## config.mk

```make
export PLATFORM = sky130hd
export DESIGN_NAME = dual_id_i2c_slave
export DESIGN_NICKNAME = d
export VERILOG_FILES = /design/src/rtl/i2cdual_pkg.sv /design/src/rtl/i2c_deglitch.sv /design/src/rtl/spd_store.sv /design/src/rtl/therm_regs.sv /design/src/rtl/dual_id_i2c_slave.sv
export SDC_FILE = /design/constraint.sdc
export NUM_CORES = 2
export LEC_CHECK = 0
export ABC_AREA = 1
export BUFFER_PORTS_ARGS = -buffer_cell sky130_fd_sc_hd__buf_2
export CAP_MARGIN = 5
export CORE_MARGIN = 1.5
export CORE_UTILIZATION = 64
export DETAILED_ROUTE_END_ITERATION = 7
export PLACE_DENSITY = 0.8
export SYNTH_ARGS = -nofsm -noshare
export SYNTH_HDL_FRONTEND = slang
export SYNTH_SLANG_ARGS = --single-unit
```

## constraint.sdc

```tcl
create_clock -name clk -period 5.3 [get_ports clk]
set_clock_uncertainty 0.15 [all_clocks]
set_input_delay 0.265 -clock clk [delete_from_list [all_inputs] [get_ports clk]]
set_output_delay 0.265 -clock clk [all_outputs]
set_load 0.01 [all_outputs]
```

## src/rtl/i2cdual_pkg.sv

```systemverilog
package i2cdual_pkg;
  typedef enum logic [2:0] {
    ST_IDLE, ST_ADDR, ST_AACK, ST_WR, ST_WACK, ST_RD, ST_RACK
  } bus_st_e;

  localparam logic [3:0] MEM_TYPE = 4'b1010;
  localparam logic [3:0] SNS_TYPE = 4'b0011;

  localparam logic [1:0] SREG_TEMP = 2'd0;
  localparam logic [1:0] SREG_LIM  = 2'd1;
  localparam logic [1:0] SREG_CFG  = 2'd2;
endpackage

```

## src/rtl/i2c_deglitch.sv

```systemverilog
module i2c_deglitch #(
  parameter int N        = 2,
  parameter int FILT_CYC = 10
) (
  input  logic         clk,
  input  logic         rst_n,
  input  logic [N-1:0] din,
  output logic [N-1:0] dout
);
  localparam int CW = $clog2(FILT_CYC + 1);

  for (genvar g = 0; g < N; g++) begin : g_line
    logic          s1_q, s2_q, lvl_q;
    logic [CW-1:0] run_q;
    logic          lvl_d;
    logic [CW-1:0] run_d;

    always_comb begin
      lvl_d = lvl_q;
      run_d = '0;
      if (s2_q != lvl_q) begin
        if (run_q == CW'(FILT_CYC - 1)) lvl_d = s2_q;
        else                            run_d = run_q + CW'(1);
      end
    end

    always_ff @(posedge clk or negedge rst_n) begin
      if (!rst_n) begin
        s1_q  <= 1'b1;
        s2_q  <= 1'b1;
        lvl_q <= 1'b1;
        run_q <= '0;
      end else begin
        s1_q  <= din[g];
        s2_q  <= s1_q;
        lvl_q <= lvl_d;
        run_q <= run_d;
      end
    end

    assign dout[g] = lvl_q;
  end
endmodule

```

## src/rtl/spd_store.sv

```systemverilog
module spd_store #(
  parameter int AW = 8
) (
  input  logic          clk,
  input  logic          we,
  input  logic [AW-1:0] wa,
  input  logic [7:0]    wd,
  input  logic [AW-1:0] ra,
  output logic [7:0]    rd
);
  logic [7:0] cells [2**AW];

  always_ff @(posedge clk) begin
    if (we) cells[wa] <= wd;
  end

  assign rd = cells[ra];
endmodule

```

## src/rtl/therm_regs.sv

```systemverilog
module therm_regs import i2cdual_pkg::*; #(
  parameter int            TW       = 12,
  parameter logic [TW-1:0] CRIT_RST = TW'(1360)
) (
  input  logic          clk,
  input  logic          rst_n,
  input  logic [TW-1:0] smp,
  input  logic          smp_vld,
  input  logic          we,
  input  logic [1:0]    sel,
  input  logic [TW-1:0] wd,
  output logic [15:0]   rd,
  output logic          evt_n
);
  logic [TW-1:0] temp_q, lim_q, temp_d, lim_d;
  logic          en_q, en_d, evt_q, evt_d;

  always_comb begin
    temp_d = smp_vld ? smp : temp_q;
    lim_d  = (we && sel == SREG_LIM) ? wd : lim_q;
    en_d   = (we && sel == SREG_CFG) ? wd[0] : en_q;
    evt_d  = ~(en_q && (temp_q >= lim_q));
    case (sel)
      SREG_TEMP: rd = 16'(temp_q);
      SREG_LIM:  rd = 16'(lim_q);
      SREG_CFG:  rd = {15'd0, en_q};
      default:   rd = 16'd0;
    endcase
  end

  always_ff @(posedge clk or negedge rst_n) begin
    if (!rst_n) begin
      temp_q <= '0;
      lim_q  <= CRIT_RST;
      en_q   <= 1'b1;
      evt_q  <= 1'b1;
    end else begin
      temp_q <= temp_d;
      lim_q  <= lim_d;
      en_q   <= en_d;
      evt_q  <= evt_d;
    end
  end

  assign evt_n = evt_q;
endmodule

```

## src/rtl/dual_id_i2c_slave.sv

```systemverilog
module dual_id_i2c_slave import i2cdual_pkg::*; #(
  parameter int                FILT_CYC  = 10,
  parameter int                TOUT_CYC  = 3_000_000,
  parameter int                WBUSY_CYC = 500_000,
  parameter int                TEMP_W    = 12,
  parameter logic [TEMP_W-1:0] CRIT_RST  = TEMP_W'(1360)
) (
  input  logic              clk,
  input  logic              rst_n,
  input  logic              scl_i,
  input  logic              sda_i,
  input  logic [2:0]        strap_i,
  input  logic              wp_i,
  input  logic [TEMP_W-1:0] temp_smp_i,
  input  logic              temp_vld_i,
  output logic              sda_oe_o,
  output logic              evt_n_o
);
  localparam int TCW = $clog2(TOUT_CYC + 1);
  localparam int WBW = $clog2(WBUSY_CYC + 1);

  logic [1:0] filt;
  logic       scl_f, sda_f, scl_q, sda_q;
  logic       scl_r, scl_fl, start_c, stop_c;

  i2c_deglitch #(.N(2), .FILT_CYC(FILT_CYC)) u_filt (
    .clk(clk), .rst_n(rst_n), .din({scl_i, sda_i}), .dout(filt));
  assign scl_f = filt[1];
  assign sda_f = filt[0];

  bus_st_e        st, n_st;
  logic [3:0]     cnt, n_cnt;
  logic [7:0]     sh, n_sh, txb, n_txb, hold, n_hold, ptr_m, n_ptr_m;
  logic [1:0]     ptr_s, n_ptr_s;
  logic           is_sns, n_is_sns, rnw, n_rnw, first, n_first;
  logic           hilo, n_hilo, mnack, n_mnack, oe, n_oe, wr_seen, n_wr_seen;
  logic [TCW-1:0] tcnt, n_tcnt;
  logic [WBW-1:0] busy_cnt, n_busy;
  logic           tout_hit, do_load, mem_hit, sns_hit;
  logic [7:0]     ld_byte, mem_rd, mem_wa, mem_wd;
  logic           mem_we, sns_we;
  logic [15:0]    sns_rd;

  spd_store #(.AW(8)) u_mem (
    .clk(clk), .we(mem_we), .wa(mem_wa), .wd(mem_wd), .ra(ptr_m), .rd(mem_rd));

  therm_regs #(.TW(TEMP_W), .CRIT_RST(CRIT_RST)) u_th (
    .clk(clk), .rst_n(rst_n), .smp(temp_smp_i), .smp_vld(temp_vld_i),
    .we(sns_we), .sel(ptr_s), .wd(TEMP_W'({hold, sh})), .rd(sns_rd),
    .evt_n(evt_n_o));

  assign scl_r    = scl_f & ~scl_q;
  assign scl_fl   = ~scl_f & scl_q;
  assign start_c  = scl_f & scl_q & sda_q & ~sda_f;
  assign stop_c   = scl_f & scl_q & ~sda_q & sda_f;
  assign tout_hit = (st != ST_IDLE) && !scl_f && (tcnt == TCW'(TOUT_CYC - 1));
  assign mem_hit  = (sh[7:4] == MEM_TYPE) && (sh[3:1] == strap_i) && (busy_cnt == '0);
  assign sns_hit  = (sh[7:4] == SNS_TYPE) && (sh[3:1] == strap_i);
  assign ld_byte  = is_sns ? (hilo ? hold : sns_rd[15:8]) : mem_rd;

  always_comb begin
    n_st = st; n_cnt = cnt; n_sh = sh; n_txb = txb; n_hold = hold;
    n_ptr_m = ptr_m; n_ptr_s = ptr_s; n_is_sns = is_sns; n_rnw = rnw;
    n_first = first; n_hilo = hilo; n_mnack = mnack; n_oe = oe;
    n_wr_seen = wr_seen; do_load = 1'b0;
    mem_we = 1'b0; mem_wa = ptr_m; mem_wd = sh; sns_we = 1'b0;
    n_tcnt = (st == ST_IDLE || scl_f || tout_hit) ? '0 : tcnt + TCW'(1);
    n_busy = (busy_cnt != '0) ? busy_cnt - WBW'(1) : '0;
    if ((stop_c || tout_hit) && wr_seen) begin
      n_busy    = WBW'(WBUSY_CYC);
      n_wr_seen = 1'b0;
    end
    if (tout_hit || stop_c) begin
      n_st = ST_IDLE; n_oe = 1'b0;
    end else if (start_c) begin
      n_st = ST_ADDR; n_cnt = '0; n_oe = 1'b0; n_hilo = 1'b0;
    end else begin
      case (st)
        ST_ADDR: begin
          if (scl_r) begin n_sh = {sh[6:0], sda_f}; n_cnt = cnt + 4'd1; end
          if (scl_fl && cnt == 4'd8) begin
            if (mem_hit || sns_hit) begin
              n_is_sns = sns_hit; n_rnw = sh[0]; n_oe = 1'b1; n_st = ST_AACK;
            end else n_st = ST_IDLE;
          end
        end
        ST_AACK: if (scl_fl) begin
          if (rnw) do_load = 1'b1;
          else begin n_oe = 1'b0; n_first = 1'b1; n_cnt = '0; n_st = ST_WR; end
        end
        ST_WR: begin
          if (scl_r) begin n_sh = {sh[6:0], sda_f}; n_cnt = cnt + 4'd1; end
          if (scl_fl && cnt == 4'd8) begin
            n_oe = 1'b1; n_st = ST_WACK; n_first = 1'b0;
            if (first) begin
              if (is_sns) begin n_ptr_s = sh[1:0]; n_hilo = 1'b0; end
              else n_ptr_m = sh;
            end else if (is_sns) begin
              if (!hilo) begin n_hold = sh; n_hilo = 1'b1; end
              else begin sns_we = 1'b1; n_hilo = 1'b0; end
            end else begin
              mem_we    = !(wp_i && !ptr_m[7]);
              n_ptr_m   = ptr_m + 8'd1;
              n_wr_seen = 1'b1;
            end
          end
        end
        ST_WACK: if (scl_fl) begin n_oe = 1'b0; n_cnt = '0; n_st = ST_WR; end
        ST_RD: begin
          if (scl_r) n_cnt = cnt + 4'd1;
          if (scl_fl) begin
            if (cnt == 4'd8) begin n_oe = 1'b0; n_st = ST_RACK; end
            else begin n_oe = ~txb[6]; n_txb = {txb[6:0], 1'b0}; end
          end
        end
        ST_RACK: begin
          if (scl_r) n_mnack = sda_f;
          if (scl_fl) begin
            if (mnack) n_st = ST_IDLE;
            else do_load = 1'b1;
          end
        end
        default: ;
      endcase
    end
    if (do_load) begin
      n_txb = ld_byte; n_oe = ~ld_byte[7]; n_cnt = '0; n_st = ST_RD;
      if (is_sns) begin
        if (!hilo) n_hold = sns_rd[7:0];
        n_hilo = ~hilo;
      end else n_ptr_m = ptr_m + 8'd1;
    end
  end

  always_ff @(posedge clk or negedge rst_n) begin
    if (!rst_n) begin
      st <= ST_IDLE; cnt <= '0; sh <= '0; txb <= '0; hold <= '0;
      ptr_m <= '0; ptr_s <= '0; is_sns <= 1'b0; rnw <= 1'b0; first <= 1'b0;
      hilo <= 1'b0; mnack <= 1'b0; oe <= 1'b0; wr_seen <= 1'b0;
      tcnt <= '0; busy_cnt <= '0; scl_q <= 1'b1; sda_q <= 1'b1;
    end else begin
      st <= n_st; cnt <= n_cnt; sh <= n_sh; txb <= n_txb; hold <= n_hold;
      ptr_m <= n_ptr_m; ptr_s <= n_ptr_s; is_sns <= n_is_sns; rnw <= n_rnw;
      first <= n_first; hilo <= n_hilo; mnack <= n_mnack; oe <= n_oe;
      wr_seen <= n_wr_seen; tcnt <= n_tcnt; busy_cnt <= n_busy;
      scl_q <= scl_f; sda_q <= sda_f;
    end
  end

  assign sda_oe_o = oe;
endmodule

```

[Word-level counts from Yosys, hierarchy flattened]
Memories as Yosys holds them, arrays and structs flattened.
Cells that the tools add are included.
Storage, ports and cells
  output and inout bits: 2
  input port bits: 21
  memories kept: 1
  bits in registers: 130
  bits in writable memories: 2048
  logic and storage cells: 246
Memory list
  u_mem.cells: words 256, width 8, rd ports 1, clocked after memory_dff 0, wr ports 1, RTL line spd_store.sv:11  | logic [7:0] cells [2**AW];
Operators by class
  bitwise operators: 17
  add/sub/neg operators: 6
  multiplexer cells: 112
  $lt $le $gt $ge: 1
  reductions and logical operators: 42
  equality and inequality tests: 37
Operators with widths (count)
  $mux 8: 21
  $mux 1: 52
  $ne 5x5->1 const B: 10
  $mux 4: 11
  $mux 7: 6
  $mux 19: 2
  $mux 3: 12
  $pmux 12 s3: 1
  $add 22x1->22 const B: 1
  $eq 22x22->1 const B: 1
  $mux 22: 1
  $logic_not 19->1: 1
  $reduce_bool 19->1: 1
  $sub 19x1->19 const B: 1
  $pmux 3 s6: 1
  $reduce_and 6->1: 3
  $eq 4x4->1 const B: 4
  $add 4x1->4 const B: 3
  $ge 12x12->1: 1
  $ne 4x4->1 const B: 3
  $pmux 4 s3: 1
  $logic_and 1x1->1: 11
  $ne 2x2->1 const B: 5
  $not 1->1: 10
  31 further kinds: 52

[Longest topological paths before layout]
  word-level depth: 12
  gate-level depth with buffers: 18
  gate-level depth less buffers: 16

[Cells and area by module]
From an unflattened synthesis, not the netlist that was laid out.
Second synthesis, totals
  cells, all modules: 8121
  area total of the unflattened synthesis: 91313.8 um^2
By module, submodules not included
  spd_store: times used 1, cells an instance 6995, sequential area each 61499.0 um^2, area an instance 83236.1 um^2
  dual_id_i2c_slave: times used 1, cells an instance 888, sequential area each 2254.7 um^2, area an instance 5968.2 um^2
  therm_regs: times used 1, cells an instance 179, sequential area each 658.1 um^2, area an instance 1502.7 um^2
  i2c_deglitch: times used 1, cells an instance 59, sequential area each 357.8 um^2, area an instance 606.8 um^2

[Worst setup path after synthesis]
Ideal clock, no wire load.
  path type: reg-to-reg
  from: register sh[5], in the netlist mem_wd[5]
  to: register oe, in the netlist sda_oe_o
  data required time: 5.066 ns
  data arrival time: 4.567 ns
  buffers on the path: 0
  stages on the path, launching flop included: 8
  path slack: 0.499 ns
  period minus slack after synthesis: 4.801 ns
  path through: dfrtp_1 > inv_1 > nor4_1 > nand4_1 > nand4_1 > nand3_1 > nand2_1 > a21boi_0
On the way
  cells in the longest elaborated chain, start to end: 6
Ends and longest elaborated chain
  start, declared: RTL line dual_id_i2c_slave.sv:33  | logic [7:0] sh, n_sh, txb, n_txb, hold, n_hold, ptr_m, n_ptr_m;
  start signal, assigned: RTL line dual_id_i2c_slave.sv:142  | st <= n_st; cnt <= n_cnt; sh <= n_sh; txb <= n_txb; hold <= n_hold;
  $eq 4x4->1: RTL line dual_id_i2c_slave.sv:57  | assign mem_hit = (sh[7:4] == MEM_TYPE) && (sh[3:1] == strap_i) && (busy_cnt == '0);
  $logic_and 1x1->1 (2 in series): RTL line dual_id_i2c_slave.sv:57
  $logic_or 1x1->1 (*): RTL line dual_id_i2c_slave.sv:82  | if (mem_hit || sns_hit) begin
  $ne 5x5->1 (no source line) (*)
  $reduce_and 8->1 (no source line) (*)
  end signal, assigned: RTL line dual_id_i2c_slave.sv:144  | first <= n_first; hilo <= n_hilo; mnack <= n_mnack; oe <= n_oe;
  end, declared: RTL line dual_id_i2c_slave.sv:36  | logic hilo, n_hilo, mnack, n_mnack, oe, n_oe, wr_seen, n_wr_seen;
Mark *: on every way between the ends. The rest lies on a longest branch, timed or not.
A chain may end at the register's enable or synchronous reset.

[Worst setup path after layout]
  from: register ptr_m[0], in the netlist mem_wa[0]
  to: register txb[4]
On the way
  cells in the longest elaborated chain, start to end: 3
Ends and longest elaborated chain
  start, declared: RTL line dual_id_i2c_slave.sv:33
  start signal, assigned: RTL line dual_id_i2c_slave.sv:143  | ptr_m <= n_ptr_m; ptr_s <= n_ptr_s; is_sns <= n_is_sns; rnw <= n_rnw;
  $mem_v2 256x8
  $mux 8: RTL line dual_id_i2c_slave.sv:59  | assign ld_byte = is_sns ? (hilo ? hold : sns_rd[15:8]) : mem_rd;
  $mux 7: RTL line dual_id_i2c_slave.sv:126  | if (do_load) begin
  end signal, assigned: RTL line dual_id_i2c_slave.sv:142
  end, declared: RTL line dual_id_i2c_slave.sv:33
Every way passes these cells.

==> metrics.md <==
| Metric | Value |
|---|---|
| Crit path required time | `5.87 ns` |
| Core area | `144,000 um^2` |
| Slew Viols, Final | `0` |
| Clock slew at reported path FFs | `0.06 ns` |
| Clock Latency Late Sink | `0.85 ns` |
| Slew HR | `13.68%` |
| Worst Hold Depth | `7` |
| Worst slack, placed | `1.144 ns` |
| Post-Syn Area | `93,200 um^2` |
| Die footprint | `147,900 um^2` |
| Die X | `384.6 um` |
| DR DRC count | `0` |
| RSZ-0062 raised after global routing | `no` |
| HP Class | `in -> reg` |
| Final wirelength | `242.5 mm` |
| Status | `completed` |
| Crit path cell chain | `inv_8 -> buf_12 -> nand2_1 -> nand3_1 -> nand2_1 -> nand2_1 -> nand2_1 -> o21ai_0 -> nand2_1 -> nor2_1 -> nor2_1 -> nor2_1 -> nand2_1 -> nand2_1 -> a21oi_1` |
| Worst-margin pin slew | `1.290 ns` |
| Reg2reg end | `txb[4]$_DFFE_PN0P_` |
| Cell variety after synth | `46` |
| Cells after synthesis | `9,044` |
| Final setup margin | `1.041 ns` |
| Slowest stage cell, crit path | `dfrtp_4` |
| Worst VDD drop | `0.3277 mV` |
| Routability cong. | `0.9279` |
| CP max FO | `145` |
| Top cell by count, worst path | `nand2_1` |
| H-Tree Depth | `4` |
| Setup bufs post-CTS | `0` |
| Post_cts resized | `0` |
| Critical path arrival | `4.83 ns` |
| Fmax achieved | `234.8 MHz` |
| Commonest non-fill, non-tap cell in the layout | `nand2_1` |
| Mean Syn Cell Area | `10.30 um^2` |
| Worst R2R Setup Slack | `1.04 ns` |
| Critical path class | `reg -> reg` |
| Via-per-instance ratio | `5.975` |
| Final Critical Period | `4.259 ns` |
| First-pass GRT wire length | `364.4 mm` |
| Initial Util | `64.72%` |
| Synth Register Bits | `2,178` |
| Overflow after GRT | `0` |
| Wire length per cell | `21.99 um` |
| Antenna Nets Post-Route | `0` |
| Worst-case reg-to-reg path depth | `15` |
| Critical path buffers and inverters | `2` |
| Sequential area share after synthesis | `69.50%` |
| Syn. warnings | `0` |
| CTS max path bufs | `3` |
| Number of hold violations in the final report | `0` |
| Tot GR Track Use | `32.73%` |
| Max stage delay on crit path | `0.70 ns` |
| First-pass DRT Iterations | `8` |
| Num ports | `23` |
| CTS root buf | `clkbuf_16` |
| Clock sink count | `2,178` |
| CTS tree | `built` |
| P per Cell Area | `334.4 nW/um^2` |
| Most frequent cells in the layout | `nand2_1 (3,132), edfxtp_1 (2,048), nor2_1 (1,094)` |
| Syn_nets | `9,091` |
| Via count | `65,900` |
| Row Count | `139` |
| Crit path capture type | `flop` |
| Crit path launch type | `flop` |
| CTS buffer count | `207` |
| Initial DRC count | `9,474` |
| Area growth, synth to finish | `9.366%` |
| Worst hold endpoint | `rnw$_DFFE_PN0P_` |
| Worst hold start | `strap_i[1]` |
| DP HPWL | `135.7 mm` |
| Via count of the first global-routing pass | `63,170` |
| Die Span Y | `384.6 um` |
| Total negative slack | `0 ns` |
| Reg2reg start | `mem_wa[0]$_DFF_PN0_` |
| Leak pwr | `41.94 nW` |
| Top delay family on crit path | `simple AND/OR/NAND/NOR gates` |
| Period utilization | `80.36%` |
| PortBufs | `22` |
| Max cap viols | `0` |
| Largest net degree at the start of global routing | `204` |
| Nets | `9,003` |
| Layout cell share with drive strength beyond 1 | `5.370%` |
| Final setup fails | `0` |
| Initial antenna violation count | `4` |
## routing by layer
metal	share of wire, %	global-route usage, %	wire length [um]
met1	36	43.70	88020
met2	46	51.01	111400
met3	13	7.689	30530
met4	5.2	15.95	12560
met5	0.013	0	32
## power breakdown
group	internal [mW]	switching (mW)	total, mW	leakage (nW)
Combinational	0.265	0.613	0.877	16.8
Sequential	18.6	0.0588	18.6	21.9
Clock	8.24	6.33	14.6	3.25
## cells in the mapped netlist (all sizes together)
master,instances,area [um^2]
clkinv,6,22.52
a31oi,5,31.28
xor2,18,157.7
a21boi,7,52.55
dfstp,14,367.9
nand3b,1,7.510
o41ai,1,8.760
edfxtp,2048,61500
inv,788,2960
buf,290,1438
dfrtp,116,2903
xnor2,9,78.83
nor4,3,18.77
a211oi,2,15.01
nor3,39,195.2
and3,2,12.51
nor2,1108,4213
nor4b,1,8.760
nand3,463,2350
o21ai,618,3093
clkbuf,173,649.4
nor3b,1,7.510
a2111o,1,11.26
o211ai,10,80.07
nand2,3158,11880
nand4,61,381.6
o21a,4,30.03
a21o,1,7.510
a22oi,1,7.510
o221ai,5,43.79
a21oi,50,250.2
ha,26,325.3
o22ai,14,87.58
## worst max path at each step
stage	end	cells past startpoint	start
4_1_cts	u_mem.cells[98][7]$_DFFE_PP_	14	tcnt[0]$_DFF_PN0_
3_5_place_dp	u_mem.cells[98][7]$_DFFE_PP_	14	tcnt[0]$_DFF_PN0_
6_report	txb[4]$_DFFE_PN0P_	15	mem_wa[0]$_DFF_PN0_
3_3_place_gp	txb[4]$_DFFE_PN0P_	15	mem_wa[0]$_DFF_PN0_
5_1_grt	u_mem.cells[109][4]$_DFFE_PP_	14	tcnt[0]$_DFF_PN0_
2_1_floorplan	sda_oe_o$_DFFE_PN0P_	7	mem_wd[5]$_DFFE_PN0P_
## sequential cells by signal, summed over array words and instances (netlist names), 2 cells and up
register,count
txb,7
u_th.temp_q,12
busy_cnt,19
u_filt.g_line.s1_q,2
u_filt.g_line.lvl_q,2
u_filt.g_line.s2_q,2
ptr_s,2
u_filt.g_line.run_q,8
hold,8
st,3
u_mem.cells,2048
mem_wd,8
mem_wa,8
u_th.lim_q,12
cnt,4
tcnt,22
## repair_timing
item,CTS,global route
hold endpoints to repair,91,0
hold buffers,47,0
setup endpoints to repair,0,0
## area by class of cell
cell class                      instances  area, um^2
Clock buffer                          265        5567
Multi-Input combinational cell       5609       23440
Inverter                              794        3000
Tap cell                             1903        2381
Fill cell                            9621       42080
Sequential cell                      2178       64810
Timing Repair Buffer                  166        1642
Clock inverter                        113        1086
Antenna cell                            2       5.005
## cells by family after synthesis
logic type	after synthesis	share of synthesized area (%)
buf+inv	1257	5.440
flops	2178	69.50
compound gates	719	3.990
simple gates	4837	20.47
fa+ha+maj	26	0.3491
xor+xnor	27	0.2537
## worst register-to-register path: stages (launching register included)
cell	delay (ns)
dfrtp_4	0.70
inv_8	0.54
buf_12	0.60
nand2_1	0.23
nand3_1	0.10
nand2_1	0.07
nand2_1	0.06
nand2_1	0.08
o21ai_0	0.49
nand2_1	0.24
nor2_1	0.33
nor2_1	0.13
nor2_1	0.20
nand2_1	0.09
nand2_1	0.06
a21oi_1	0.06
## stage by stage
stage | cells | utilization [%] | power [mW] | instance area (um^2) | hold slack (ns)
final | 11030 | 70.78 | 34.09 | 101900 | 0.09554
after global routing | 11030 | 70.78 | 34.88 | 101900 | 0.1457
after CTS | 11030 | 70.78 | 34.08 | 101900 | 0.05641
after detailed placement | 10600 | 65.82 | 19.81 | 94780 | 0.1991
after global placement | 10600 | 65.82 | 19.79 | 94780 | 0.2020
after floorplan | 9044 | - | 19.58 | 93200 | -0.1806
No activity file was read; power rests on OpenSTA's default activity.
